<file path="config.mk">
export PLATFORM = sky130hd
export DESIGN_NAME = sstk_unit
export DESIGN_NICKNAME = d
export VERILOG_FILES = /design/src/rtl/sstk_pkg.sv /design/src/rtl/sstk_decode.sv /design/src/rtl/sstk_ptr.sv /design/src/rtl/sstk_ctrl.sv /design/src/rtl/sstk_unit.sv
export SDC_FILE = /design/constraint.sdc
export NUM_CORES = 1
export LEC_CHECK = 0
export ABC_CLOCK_PERIOD_IN_PS = 5000
export CAP_MARGIN = 0
export CORE_AREA = 2 2 236 238
export DETAILED_ROUTE_END_ITERATION = 16
export DIE_AREA = 0 0 238 240
export MAX_ROUTING_LAYER = met4
export PLACE_DENSITY = 0.73
export RECOVER_POWER = 100
export SETUP_SLACK_MARGIN = 0.15
export SLEW_MARGIN = 40
export SYNTH_ARGS = -nofsm -noshare
export SYNTH_HDL_FRONTEND = slang
export SYNTH_SLANG_ARGS = --single-unit
</file>
<file path="constraint.sdc">
create_clock -name clk -period 5 [get_ports clk]
set_input_delay 0.5 -clock clk [delete_from_list [all_inputs] [get_ports clk]]
set_output_delay 0.5 -clock clk [all_outputs]
set_load 0.005 [all_outputs]
</file>
<file path="src/rtl/sstk_pkg.sv">
package sstk_pkg;

  localparam logic [2:0] OP_PUSH   = 3'd0;
  localparam logic [2:0] OP_POPCHK = 3'd1;
  localparam logic [2:0] OP_RDPTR  = 3'd2;
  localparam logic [2:0] OP_SWAPW  = 3'd3;
  localparam logic [2:0] OP_SWAPD  = 3'd4;

  localparam int CAUSE_W = 5;
  localparam logic [CAUSE_W-1:0] CAUSE_ILLEGAL    = 5'd2;
  localparam logic [CAUSE_W-1:0] CAUSE_ST_MISALGN = 5'd6;
  localparam logic [CAUSE_W-1:0] CAUSE_ST_FAULT   = 5'd7;
  localparam logic [CAUSE_W-1:0] CAUSE_SW_CHECK   = 5'd18;

  localparam int TVAL_RET_VIOLATION = 3;

  typedef enum logic [2:0] {
    OUT_MEM,
    OUT_DONE,
    OUT_ILLEGAL,
    OUT_FAULT,
    OUT_MISALIGN
  } outcome_e;

  typedef enum logic [1:0] {
    ACC_NONE,
    ACC_LOAD,
    ACC_STORE,
    ACC_SWAP
  } acc_e;

  typedef enum logic {
    ST_IDLE,
    ST_WAIT
  } state_e;

endpackage

</file>
<file path="src/rtl/sstk_decode.sv">
module sstk_decode
  import sstk_pkg::*;
#(
  parameter int XLEN   = 64,
  parameter int RIDX_W = 5
) (
  input  logic [2:0]        op,
  input  logic [XLEN-1:0]   src,
  input  logic [XLEN-1:0]   addr_in,
  input  logic [XLEN-1:0]   ptr,
  input  logic [RIDX_W-1:0] rd,
  input  logic              mode64,
  input  logic [1:0]        priv,
  input  logic              en,
  output outcome_e          outcome,
  output acc_e              acc_kind,
  output logic              acc_dword,
  output logic [XLEN-1:0]   acc_addr,
  output logic [XLEN-1:0]   wdata,
  output logic [XLEN-1:0]   new_ptr,
  output logic [XLEN-1:0]   rd_value
);

  localparam int HALF = XLEN / 2;
  localparam logic [XLEN-1:0] STEP64 = XLEN'(8);
  localparam logic [XLEN-1:0] STEP32 = XLEN'(4);

  logic [XLEN-1:0] mask;
  logic [XLEN-1:0] step;
  logic [XLEN-1:0] ptr_m;
  logic            is_swap;
  logic            op_known;
  logic            align_bad;

  assign mask     = mode64 ? {XLEN{1'b1}} : {{HALF{1'b0}}, {HALF{1'b1}}};
  assign step     = mode64 ? STEP64 : STEP32;
  assign ptr_m    = ptr & mask;
  assign is_swap  = (op == OP_SWAPW) || (op == OP_SWAPD);
  assign op_known = (op <= OP_SWAPD);
  assign rd_value = ptr_m;

  always_comb begin
    acc_kind  = ACC_NONE;
    acc_dword = mode64;
    acc_addr  = ptr_m;
    new_ptr   = ptr_m;
    unique case (op)
      OP_PUSH: begin
        acc_kind = ACC_STORE;
        acc_addr = (ptr_m - step) & mask;
        new_ptr  = (ptr_m - step) & mask;
      end
      OP_POPCHK: begin
        acc_kind = ACC_LOAD;
        new_ptr  = (ptr_m + step) & mask;
      end
      OP_SWAPW: begin
        acc_kind  = ACC_SWAP;
        acc_dword = 1'b0;
        acc_addr  = addr_in & mask;
      end
      OP_SWAPD: begin
        acc_kind  = ACC_SWAP;
        acc_dword = 1'b1;
        acc_addr  = addr_in & mask;
      end
      default: acc_kind = ACC_NONE;
    endcase
  end

  assign wdata     = acc_dword ? src : {{HALF{1'b0}}, src[HALF-1:0]};
  assign align_bad = acc_dword ? (|acc_addr[2:0]) : (|acc_addr[1:0]);

  // Priority of the legality checks
  always_comb begin
    if (!op_known) begin
      outcome = OUT_ILLEGAL;
    end else if ((op == OP_SWAPD) && !mode64) begin
      outcome = OUT_ILLEGAL;
    end else if (is_swap && (priv == 2'b11)) begin
      outcome = OUT_FAULT;
    end else if (!en) begin
      outcome = OUT_ILLEGAL;
    end else if (op == OP_RDPTR) begin
      outcome = (rd == '0) ? OUT_ILLEGAL : OUT_DONE;
    end else if (align_bad) begin
      outcome = OUT_MISALIGN;
    end else begin
      outcome = OUT_MEM;
    end
  end

endmodule

</file>
<file path="src/rtl/sstk_ptr.sv">
module sstk_ptr #(
  parameter int XLEN = 64
) (
  input  logic            clk,
  input  logic            rst_n,
  input  logic            set_valid,
  input  logic [XLEN-1:0] set_data,
  input  logic            upd_valid,
  input  logic [XLEN-1:0] upd_data,
  output logic [XLEN-1:0] ptr_q
);

  logic [XLEN-1:0] ptr_d;
  logic            ptr_en;

  assign ptr_en = upd_valid || set_valid;

  always_comb begin
    ptr_d = ptr_q;
    if (upd_valid) begin
      ptr_d = upd_data;
    end else if (set_valid) begin
      ptr_d = set_data;
    end
  end

  always_ff @(posedge clk or negedge rst_n) begin
    if (!rst_n) begin
      ptr_q <= '0;
    end else if (ptr_en) begin
      ptr_q <= ptr_d;
    end
  end

  assert_ptr_load_R11: assert property (@(posedge clk) disable iff (!rst_n)
    (set_valid && !upd_valid) |=> (ptr_q == $past(set_data)));

  assert_ptr_hold_R4: assert property (@(posedge clk) disable iff (!rst_n)
    (!set_valid && !upd_valid) |=> $stable(ptr_q));

endmodule

</file>
<file path="src/rtl/sstk_ctrl.sv">
module sstk_ctrl
  import sstk_pkg::*;
#(
  parameter int XLEN = 64
) (
  input  logic               clk,
  input  logic               rst_n,
  input  logic               req_valid,
  output logic               req_ready,
  input  logic [2:0]         op,
  input  logic [XLEN-1:0]    src,
  input  logic               mode64,
  input  outcome_e           outcome,
  input  acc_e               acc_kind,
  input  logic               acc_dword,
  input  logic [XLEN-1:0]    acc_addr,
  input  logic [XLEN-1:0]    wdata,
  input  logic [XLEN-1:0]    new_ptr,
  input  logic [XLEN-1:0]    rd_value,
  output logic               mem_req_valid,
  output logic               mem_req_write,
  output logic               mem_req_swap,
  output logic               mem_req_dword,
  output logic [XLEN-1:0]    mem_req_addr,
  output logic [XLEN-1:0]    mem_req_wdata,
  input  logic               mem_rsp_valid,
  input  logic               mem_rsp_fault,
  input  logic [XLEN-1:0]    mem_rsp_rdata,
  output logic               ptr_upd_valid,
  output logic [XLEN-1:0]    ptr_upd_data,
  output logic               done_valid,
  output logic [XLEN-1:0]    done_result,
  output logic               exc_valid,
  output logic [CAUSE_W-1:0] exc_cause,
  output logic [XLEN-1:0]    exc_tval
);

  localparam int HALF = XLEN / 2;

  state_e             state_q, state_d;
  logic [2:0]         op_q;
  logic [XLEN-1:0]    src_q;
  logic [XLEN-1:0]    addr_q;
  logic [XLEN-1:0]    wdata_q;
  logic [XLEN-1:0]    nptr_q;
  logic               m64_q;
  logic               write_q;
  logic               swap_q;
  logic               dword_q;
  logic               ctx_en;
  logic               mreq_q, mreq_d;
  logic               done_q, done_d;
  logic               exc_q, exc_d;
  logic [XLEN-1:0]    result_q, result_d;
  logic [CAUSE_W-1:0] cause_q, cause_d;
  logic [XLEN-1:0]    tval_q, tval_d;
  logic               out_en;
  logic               entry_match;
  logic [XLEN-1:0]    swapw_value;

  assign entry_match = m64_q ? (mem_rsp_rdata == src_q)
                             : (mem_rsp_rdata[HALF-1:0] == src_q[HALF-1:0]);
  assign swapw_value = m64_q ? {{HALF{mem_rsp_rdata[HALF-1]}}, mem_rsp_rdata[HALF-1:0]}
                             : {{HALF{1'b0}}, mem_rsp_rdata[HALF-1:0]};

  always_comb begin
    state_d       = state_q;
    ctx_en        = 1'b0;
    mreq_d        = 1'b0;
    done_d        = 1'b0;
    exc_d         = 1'b0;
    result_d      = result_q;
    cause_d       = cause_q;
    tval_d        = tval_q;
    ptr_upd_valid = 1'b0;
    ptr_upd_data  = nptr_q;
    unique case (state_q)
      ST_IDLE: begin
        if (req_valid) begin
          unique case (outcome)
            OUT_MEM: begin
              ctx_en  = 1'b1;
              mreq_d  = 1'b1;
              state_d = ST_WAIT;
            end
            OUT_DONE: begin
              done_d   = 1'b1;
              result_d = rd_value;
            end
            OUT_FAULT: begin
              exc_d   = 1'b1;
              cause_d = CAUSE_ST_FAULT;
              tval_d  = acc_addr;
            end
            OUT_MISALIGN: begin
              exc_d   = 1'b1;
              cause_d = CAUSE_ST_MISALGN;
              tval_d  = acc_addr;
            end
            default: begin
              exc_d   = 1'b1;
              cause_d = CAUSE_ILLEGAL;
              tval_d  = '0;
            end
          endcase
        end
      end
      ST_WAIT: begin
        if (mem_rsp_valid) begin
          state_d = ST_IDLE;
          if (mem_rsp_fault) begin
            exc_d   = 1'b1;
            cause_d = CAUSE_ST_FAULT;
            tval_d  = addr_q;
          end else begin
            unique case (op_q)
              OP_PUSH: begin
                done_d        = 1'b1;
                result_d      = '0;
                ptr_upd_valid = 1'b1;
              end
              OP_POPCHK: begin
                if (entry_match) begin
                  done_d        = 1'b1;
                  result_d      = '0;
                  ptr_upd_valid = 1'b1;
                end else begin
                  exc_d   = 1'b1;
                  cause_d = CAUSE_SW_CHECK;
                  tval_d  = XLEN'(TVAL_RET_VIOLATION);
                end
              end
              OP_SWAPW: begin
                done_d   = 1'b1;
                result_d = swapw_value;
              end
              default: begin
                done_d   = 1'b1;
                result_d = mem_rsp_rdata;
              end
            endcase
          end
        end
      end
      default: state_d = ST_IDLE;
    endcase
  end

  assign out_en = done_d || exc_d;

  always_ff @(posedge clk or negedge rst_n) begin
    if (!rst_n) begin
      state_q <= ST_IDLE;
      mreq_q  <= 1'b0;
      done_q  <= 1'b0;
      exc_q   <= 1'b0;
    end else begin
      state_q <= state_d;
      mreq_q  <= mreq_d;
      done_q  <= done_d;
      exc_q   <= exc_d;
    end
  end

  always_ff @(posedge clk or negedge rst_n) begin
    if (!rst_n) begin
      op_q    <= '0;
      src_q   <= '0;
      addr_q  <= '0;
      wdata_q <= '0;
      nptr_q  <= '0;
      m64_q   <= 1'b0;
      write_q <= 1'b0;
      swap_q  <= 1'b0;
      dword_q <= 1'b0;
    end else if (ctx_en) begin
      op_q    <= op;
      src_q   <= src;
      addr_q  <= acc_addr;
      wdata_q <= wdata;
      nptr_q  <= new_ptr;
      m64_q   <= mode64;
      write_q <= (acc_kind != ACC_LOAD);
      swap_q  <= (acc_kind == ACC_SWAP);
      dword_q <= acc_dword;
    end
  end

  always_ff @(posedge clk or negedge rst_n) begin
    if (!rst_n) begin
      result_q <= '0;
      cause_q  <= '0;
      tval_q   <= '0;
    end else if (out_en) begin
      result_q <= result_d;
      cause_q  <= cause_d;
      tval_q   <= tval_d;
    end
  end

  assign req_ready     = (state_q == ST_IDLE);
  assign mem_req_valid = mreq_q;
  assign mem_req_write = write_q;
  assign mem_req_swap  = swap_q;
  assign mem_req_dword = dword_q;
  assign mem_req_addr  = addr_q;
  assign mem_req_wdata = wdata_q;
  assign done_valid    = done_q;
  assign done_result   = result_q;
  assign exc_valid     = exc_q;
  assign exc_cause     = cause_q;
  assign exc_tval      = tval_q;

  assert_req_aligned_R1: assert property (@(posedge clk) disable iff (!rst_n)
    mem_req_valid |-> (mem_req_dword ? (mem_req_addr[2:0] == 3'b000)
                                     : (mem_req_addr[1:0] == 2'b00)));

  assert_busy_while_req_R10: assert property (@(posedge clk) disable iff (!rst_n)
    mem_req_valid |-> !req_ready);

  assert_req_single_cycle_R10: assert property (@(posedge clk) disable iff (!rst_n)
    mem_req_valid |=> !mem_req_valid);

  assert_no_result_with_req_R10: assert property (@(posedge clk) disable iff (!rst_n)
    mem_req_valid |-> !(done_valid || exc_valid));

  assert_one_outcome_R10: assert property (@(posedge clk) disable iff (!rst_n)
    $onehot0({done_valid, exc_valid}));

endmodule

</file>
<file path="src/rtl/sstk_unit.sv">
module sstk_unit
  import sstk_pkg::*;
#(
  parameter int XLEN   = 64,
  parameter int RIDX_W = 5
) (
  input  logic               clk,
  input  logic               rst_n,
  input  logic               req_valid,
  output logic               req_ready,
  input  logic [2:0]         req_op,
  input  logic [XLEN-1:0]    req_src,
  input  logic [XLEN-1:0]    req_addr,
  input  logic [RIDX_W-1:0]  req_rd,
  input  logic               req_mode64,
  input  logic [1:0]         req_priv,
  input  logic               req_ss_en,
  input  logic               ptr_set_valid,
  input  logic [XLEN-1:0]    ptr_set_data,
  output logic [XLEN-1:0]    ptr_value,
  output logic               mem_req_valid,
  output logic               mem_req_write,
  output logic               mem_req_swap,
  output logic               mem_req_dword,
  output logic               mem_req_ss,
  output logic [XLEN-1:0]    mem_req_addr,
  output logic [XLEN-1:0]    mem_req_wdata,
  input  logic               mem_rsp_valid,
  input  logic               mem_rsp_fault,
  input  logic [XLEN-1:0]    mem_rsp_rdata,
  output logic               done_valid,
  output logic [XLEN-1:0]    done_result,
  output logic               exc_valid,
  output logic [CAUSE_W-1:0] exc_cause,
  output logic [XLEN-1:0]    exc_tval
);

  outcome_e        dec_outcome;
  acc_e            dec_kind;
  logic            dec_dword;
  logic [XLEN-1:0] dec_addr;
  logic [XLEN-1:0] dec_wdata;
  logic [XLEN-1:0] dec_nptr;
  logic [XLEN-1:0] dec_rdval;
  logic            upd_valid;
  logic [XLEN-1:0] upd_data;

  sstk_decode #(.XLEN(XLEN), .RIDX_W(RIDX_W)) u_decode (
    .op       (req_op),
    .src      (req_src),
    .addr_in  (req_addr),
    .ptr      (ptr_value),
    .rd       (req_rd),
    .mode64   (req_mode64),
    .priv     (req_priv),
    .en       (req_ss_en),
    .outcome  (dec_outcome),
    .acc_kind (dec_kind),
    .acc_dword(dec_dword),
    .acc_addr (dec_addr),
    .wdata    (dec_wdata),
    .new_ptr  (dec_nptr),
    .rd_value (dec_rdval)
  );

  sstk_ctrl #(.XLEN(XLEN)) u_ctrl (
    .clk          (clk),
    .rst_n        (rst_n),
    .req_valid    (req_valid),
    .req_ready    (req_ready),
    .op           (req_op),
    .src          (req_src),
    .mode64       (req_mode64),
    .outcome      (dec_outcome),
    .acc_kind     (dec_kind),
    .acc_dword    (dec_dword),
    .acc_addr     (dec_addr),
    .wdata        (dec_wdata),
    .new_ptr      (dec_nptr),
    .rd_value     (dec_rdval),
    .mem_req_valid(mem_req_valid),
    .mem_req_write(mem_req_write),
    .mem_req_swap (mem_req_swap),
    .mem_req_dword(mem_req_dword),
    .mem_req_addr (mem_req_addr),
    .mem_req_wdata(mem_req_wdata),
    .mem_rsp_valid(mem_rsp_valid),
    .mem_rsp_fault(mem_rsp_fault),
    .mem_rsp_rdata(mem_rsp_rdata),
    .ptr_upd_valid(upd_valid),
    .ptr_upd_data (upd_data),
    .done_valid   (done_valid),
    .done_result  (done_result),
    .exc_valid    (exc_valid),
    .exc_cause    (exc_cause),
    .exc_tval     (exc_tval)
  );

  sstk_ptr #(.XLEN(XLEN)) u_ptr (
    .clk      (clk),
    .rst_n    (rst_n),
    .set_valid(ptr_set_valid),
    .set_data (ptr_set_data),
    .upd_valid(upd_valid),
    .upd_data (upd_data),
    .ptr_q    (ptr_value)
  );

  assign mem_req_ss = mem_req_valid;

  assert_trap_keeps_ptr_R4: assert property (@(posedge clk) disable iff (!rst_n)
    (exc_valid && !$past(ptr_set_valid)) |-> (ptr_value == $past(ptr_value)));

  assert_no_mem_when_off_R6: assert property (@(posedge clk) disable iff (!rst_n)
    (req_valid && req_ready && !req_ss_en) |=> !mem_req_valid);

  assert_mmode_swap_no_mem_R7: assert property (@(posedge clk) disable iff (!rst_n)
    (req_valid && req_ready && (req_priv == 2'b11) &&
     ((req_op == OP_SWAPW) || (req_op == OP_SWAPD))) |=> !mem_req_valid);

endmodule

</file>
==> results by group <==
Outcome
  – Status: finished, violations left
  – Failing checks: capacitance limit, slew limit

Synth
  – Post-synthesis cell area: 24000 µm²
  – Cells after Synth: 2897
  – Synthesized netlist net count: 3177
  – Post-synthesis sequential area ratio: 44.9%
  – Top-count cell post-synth: nand2_1
  – Area leader, netlist: dfrtp_1
  – Ys async rst share: 100%
  – Post-synth EDFFs: 0
  – Post-synth top flop: dfrtp_1
  – Syn. warnings: 0
  – Synth top area share: 44.9%
  – Avg Cell Area, Syn: 8.30 µm²
  – Area contributors post-synth: dfrtp_1 (45%), nand2_1 (10%), o21ai_0 (5.4%)
  – Top cell types by occurrence after synthesis: nand2_1 (656), dfrtp_1 (431), o21ai_0 (259)
  – Distinct cells, synth: 81
  – #FFs+latches synth: 431

Power and ir drop
  – Sw Ratio: 32.5%
  – Logic gate share of total power: 26.4%
  – Power Dens Cells: 366 nW/µm²
  – Net switching power figure: 3.81 mW
  – Leakage: 14.1 nW
  – Seq pwr share: 41.8%
  – Pwr Total: 11.7 mW
  – Clock power frac: 31.8%
  – Pint: 7.89 mW
  – Peak VDD IR: 319 µV

STA
  – Slew headroom: -63.6%
  – Min Tclk post-route: 4.27 ns
  – Final setup viols: 0
  – Final WS setup: 0.734 ns
  – Fmax: 234 MHz
  – Setup TNS: 0 ns
  – RSZ-0062 raised after global routing: no
  – Actual slew at the worst max-slew pin: 2.45 ns
  – Clock skew: 0.0214 ns
  – Hold_ws: 0.431 ns
  – Slew Limit Fails: 284
  – Final Hold Fails: 0
  – Final Cycle Share: 85.3%

Clocking
  – Setup bufs post-CTS: 0
  – Num Clock Sinks: 431
  – Clk_lat worst skew: 0.61 ns
  – CTS Buf Count: 49
  – Htree depth: 2
  – Hold-fix buffers, CTS: 1
  – Maximum buffer depth of the clock tree: 3
  – Clk slew on worst S/H paths: 0.06 ns
  – Post-CTS sizing: 0
  – Root buffer cell: clkbuf_16
  – CTS tree: yes

Place
  – GP Congestion: 0.970
  – Placed cell area: 30500 µm²
  – Post-DP HPWL: 76.8 mm
  – # port buffers: 605
  – Pre-CTS worst setup slack: 0.743 ns

Routing
  – DR WL/cell: 25.6 µm
  – Drt pass-1 iters: 6
  – Antenna Nets Post-Route: 0
  – # DRC: 0
  – 1st-iter DRT viols: 2904
  – Routed vias/inst: 6.06
  – DR vias: 24.7k
  – Routed wire length: 105 mm

Min path
  – Hold Path Stages: 3
  – Min-Delay Endpoint: u_ctrl.mem_req_wdata[3]
  – HP Class: primary input to flop
  – Hold_sp: req_src[3]

Worst setup path
  – Arrival @ worst endpoint: 4.74 ns
  – Critical Path Fanout Max: 14
  – Critical path class: flop to flop
  – Nature of the critical path startpoint: flop
  – R2R Setup Slk: 0.73 ns
  – Crit end category: flop
  – Worst Setup SP: u_ptr.ptr_q[14]
  – Reg2Reg Launch Point: u_ptr.ptr_q[14]
  – R2r endpoint: u_ctrl.exc_tval[60]
  – Reg2Reg Depth: 10
  – Critical path required time: 5.47 ns

GRT
  – Number of global-route vias before repair: 23.2k
  – Largest net degree at the start of global routing: 130
  – Antenna violations before repair: 11
  – GR Overflow Total: 0
  – Global-route wire length before repair: 154 mm
  – All-layer global routing usage: 36.9%

Floorplan
  – Die span in x: 238 µm
  – Floorplan row count: 86
  – Die ar.: 57100 µm²
  – Ports: 607
  – Die Ht: 240 µm
  – Core ar.: 54700 µm²
  – Initial Util: 44.0%

Final layout
  – Nets: 3617
  – Synth-to-layout area growth: 33.0%
  – Layout cells sized above 1: 4.81%
  – Fillers: 4848
  – Fin area: 32000 µm²

Job
  – Max Cap Viol: 4
power groups by stage:
stage                     logic [mW]  registers, mW  clock network (mW)
after floorplan                 1.46           4.73                   0
after global placement          3.20           4.92                   0
after detailed placement        3.25           4.95                   0
after CTS                       3.27           4.90                3.76
after global routing            3.35           4.98                3.90
final                           3.08           4.89                3.72
worst max path at each step:
stage	to	slack, ns
finish	u_ctrl.exc_tval[60]	0.73
global route	u_ctrl.exc_tval[60]	0.56
CTS	u_ctrl.ptr_upd_data[60]	1.07
detailed placement	u_ctrl.exc_tval[13]	0.74
global placement	u_ctrl.exc_tval[12]	0.92
floorplan	u_ctrl.exc_tval[12]	1.12
final cells by class:
| class | count | area [µm²] | share of cell area, % |
|---|---|---|---|
| multi-input cells | 2141 | 11900 | 37.3 |
| flip-flops and latches | 431 | 10800 | 33.7 |
| repair buffers | 681 | 6610 | 20.7 |
| clock buffers | 67 | 1360 | 4.26 |
| well taps | 704 | 881 | 2.75 |
| clock inverters | 17 | 250 | 0.782 |
| inverters | 33 | 126 | 0.395 |
| diodes | 9 | 22.5 | 0.0704 |
layer usage:
layer	global-route usage [%]	share of wire (%)	up-vias
li1	-	-	11000
met1	51.4	43	12100
met2	54.4	44	1407
met3	8.17	10	187
met4	9.98	2.9	0
met5	-	0	-
critical path: stages, from the launching register on:
cell and delay, ns:
dfrtp_1 0.36, clkbuf_1 0.38, or4_1 0.73, or4_1 0.59, nor4b_1 0.34, clkbuf_1 0.53
nand3_1 0.19, xnor2_1 0.20, a222oi_1 0.49, a2bb2oi_1 0.22, o21ai_0 0.09
cells by family (layout without fill, tap and decap cells):
group	count (synthesis)	in the layout	synth area share (%)
mux	82	82	3.47
simple gates	1163	1163	21.6
xor+xnor	119	119	4.34
fa+ha+maj	6	6	0.375
flops	431	431	44.9
compound gates	770	770	19.7
buf+inv	325	798	5.71
other cells	1	10	0.0156
sequential cells by signal, summed over array words and instances (netlist names):
signal and count:
u_ctrl.mem_req_write 1, u_ctrl.mem_req_wdata 64, u_ctrl.done_result 64, u_ctrl.op_q 3
u_ctrl.mem_req_valid 1, u_ctrl.done_valid 1, u_ctrl.src_q 32, u_ctrl.m64_q 1
u_ctrl.exc_cause 4, u_ctrl.mem_req_swap 1, u_ctrl.mem_req_dword 1, u_ctrl.exc_valid 1
u_ptr.ptr_q 64, u_ctrl.exc_tval 64, u_ctrl.state_q 1, u_ctrl.ptr_upd_data 64
u_ctrl.mem_req_addr 64
layout by cell type, fill, tap and decap left out, drive strengths merged, types with 9 or more instances in the layout:
cell	synthesis	layout
dfrtp	431	431
a31oi	20	20
xor2	21	21
a211oi	13	13
o41ai	9	9
mux2i	74	74
a221oi	21	21
diode	0	9
a22oi	54	54
xnor2	98	98
nor2	174	174
nor4	29	29
and3	23	23
nand4	49	49
a21oi	207	207
nor3	36	36
a2bb2oi	32	32
a21o	9	9
dlygate4sd3	0	314
or4	24	24
nand2	656	656
o21ai	268	268
inv	31	35
and2	17	17
a32oi	12	12
buf	66	47
o22ai	10	10
clkbuf	226	99
nand3	85	85
clkdlybuf4s50	0	288
o31ai	57	57
or3	17	17
through the flow:
step	util [%]	std cells
global placement	55.6	3987
finish	58.5	4083
CTS	58.7	4073
floorplan	-	2897
global route	58.5	4082
detailed placement	55.7	3988
Note: power is estimated with default switching activity, not from simulation.
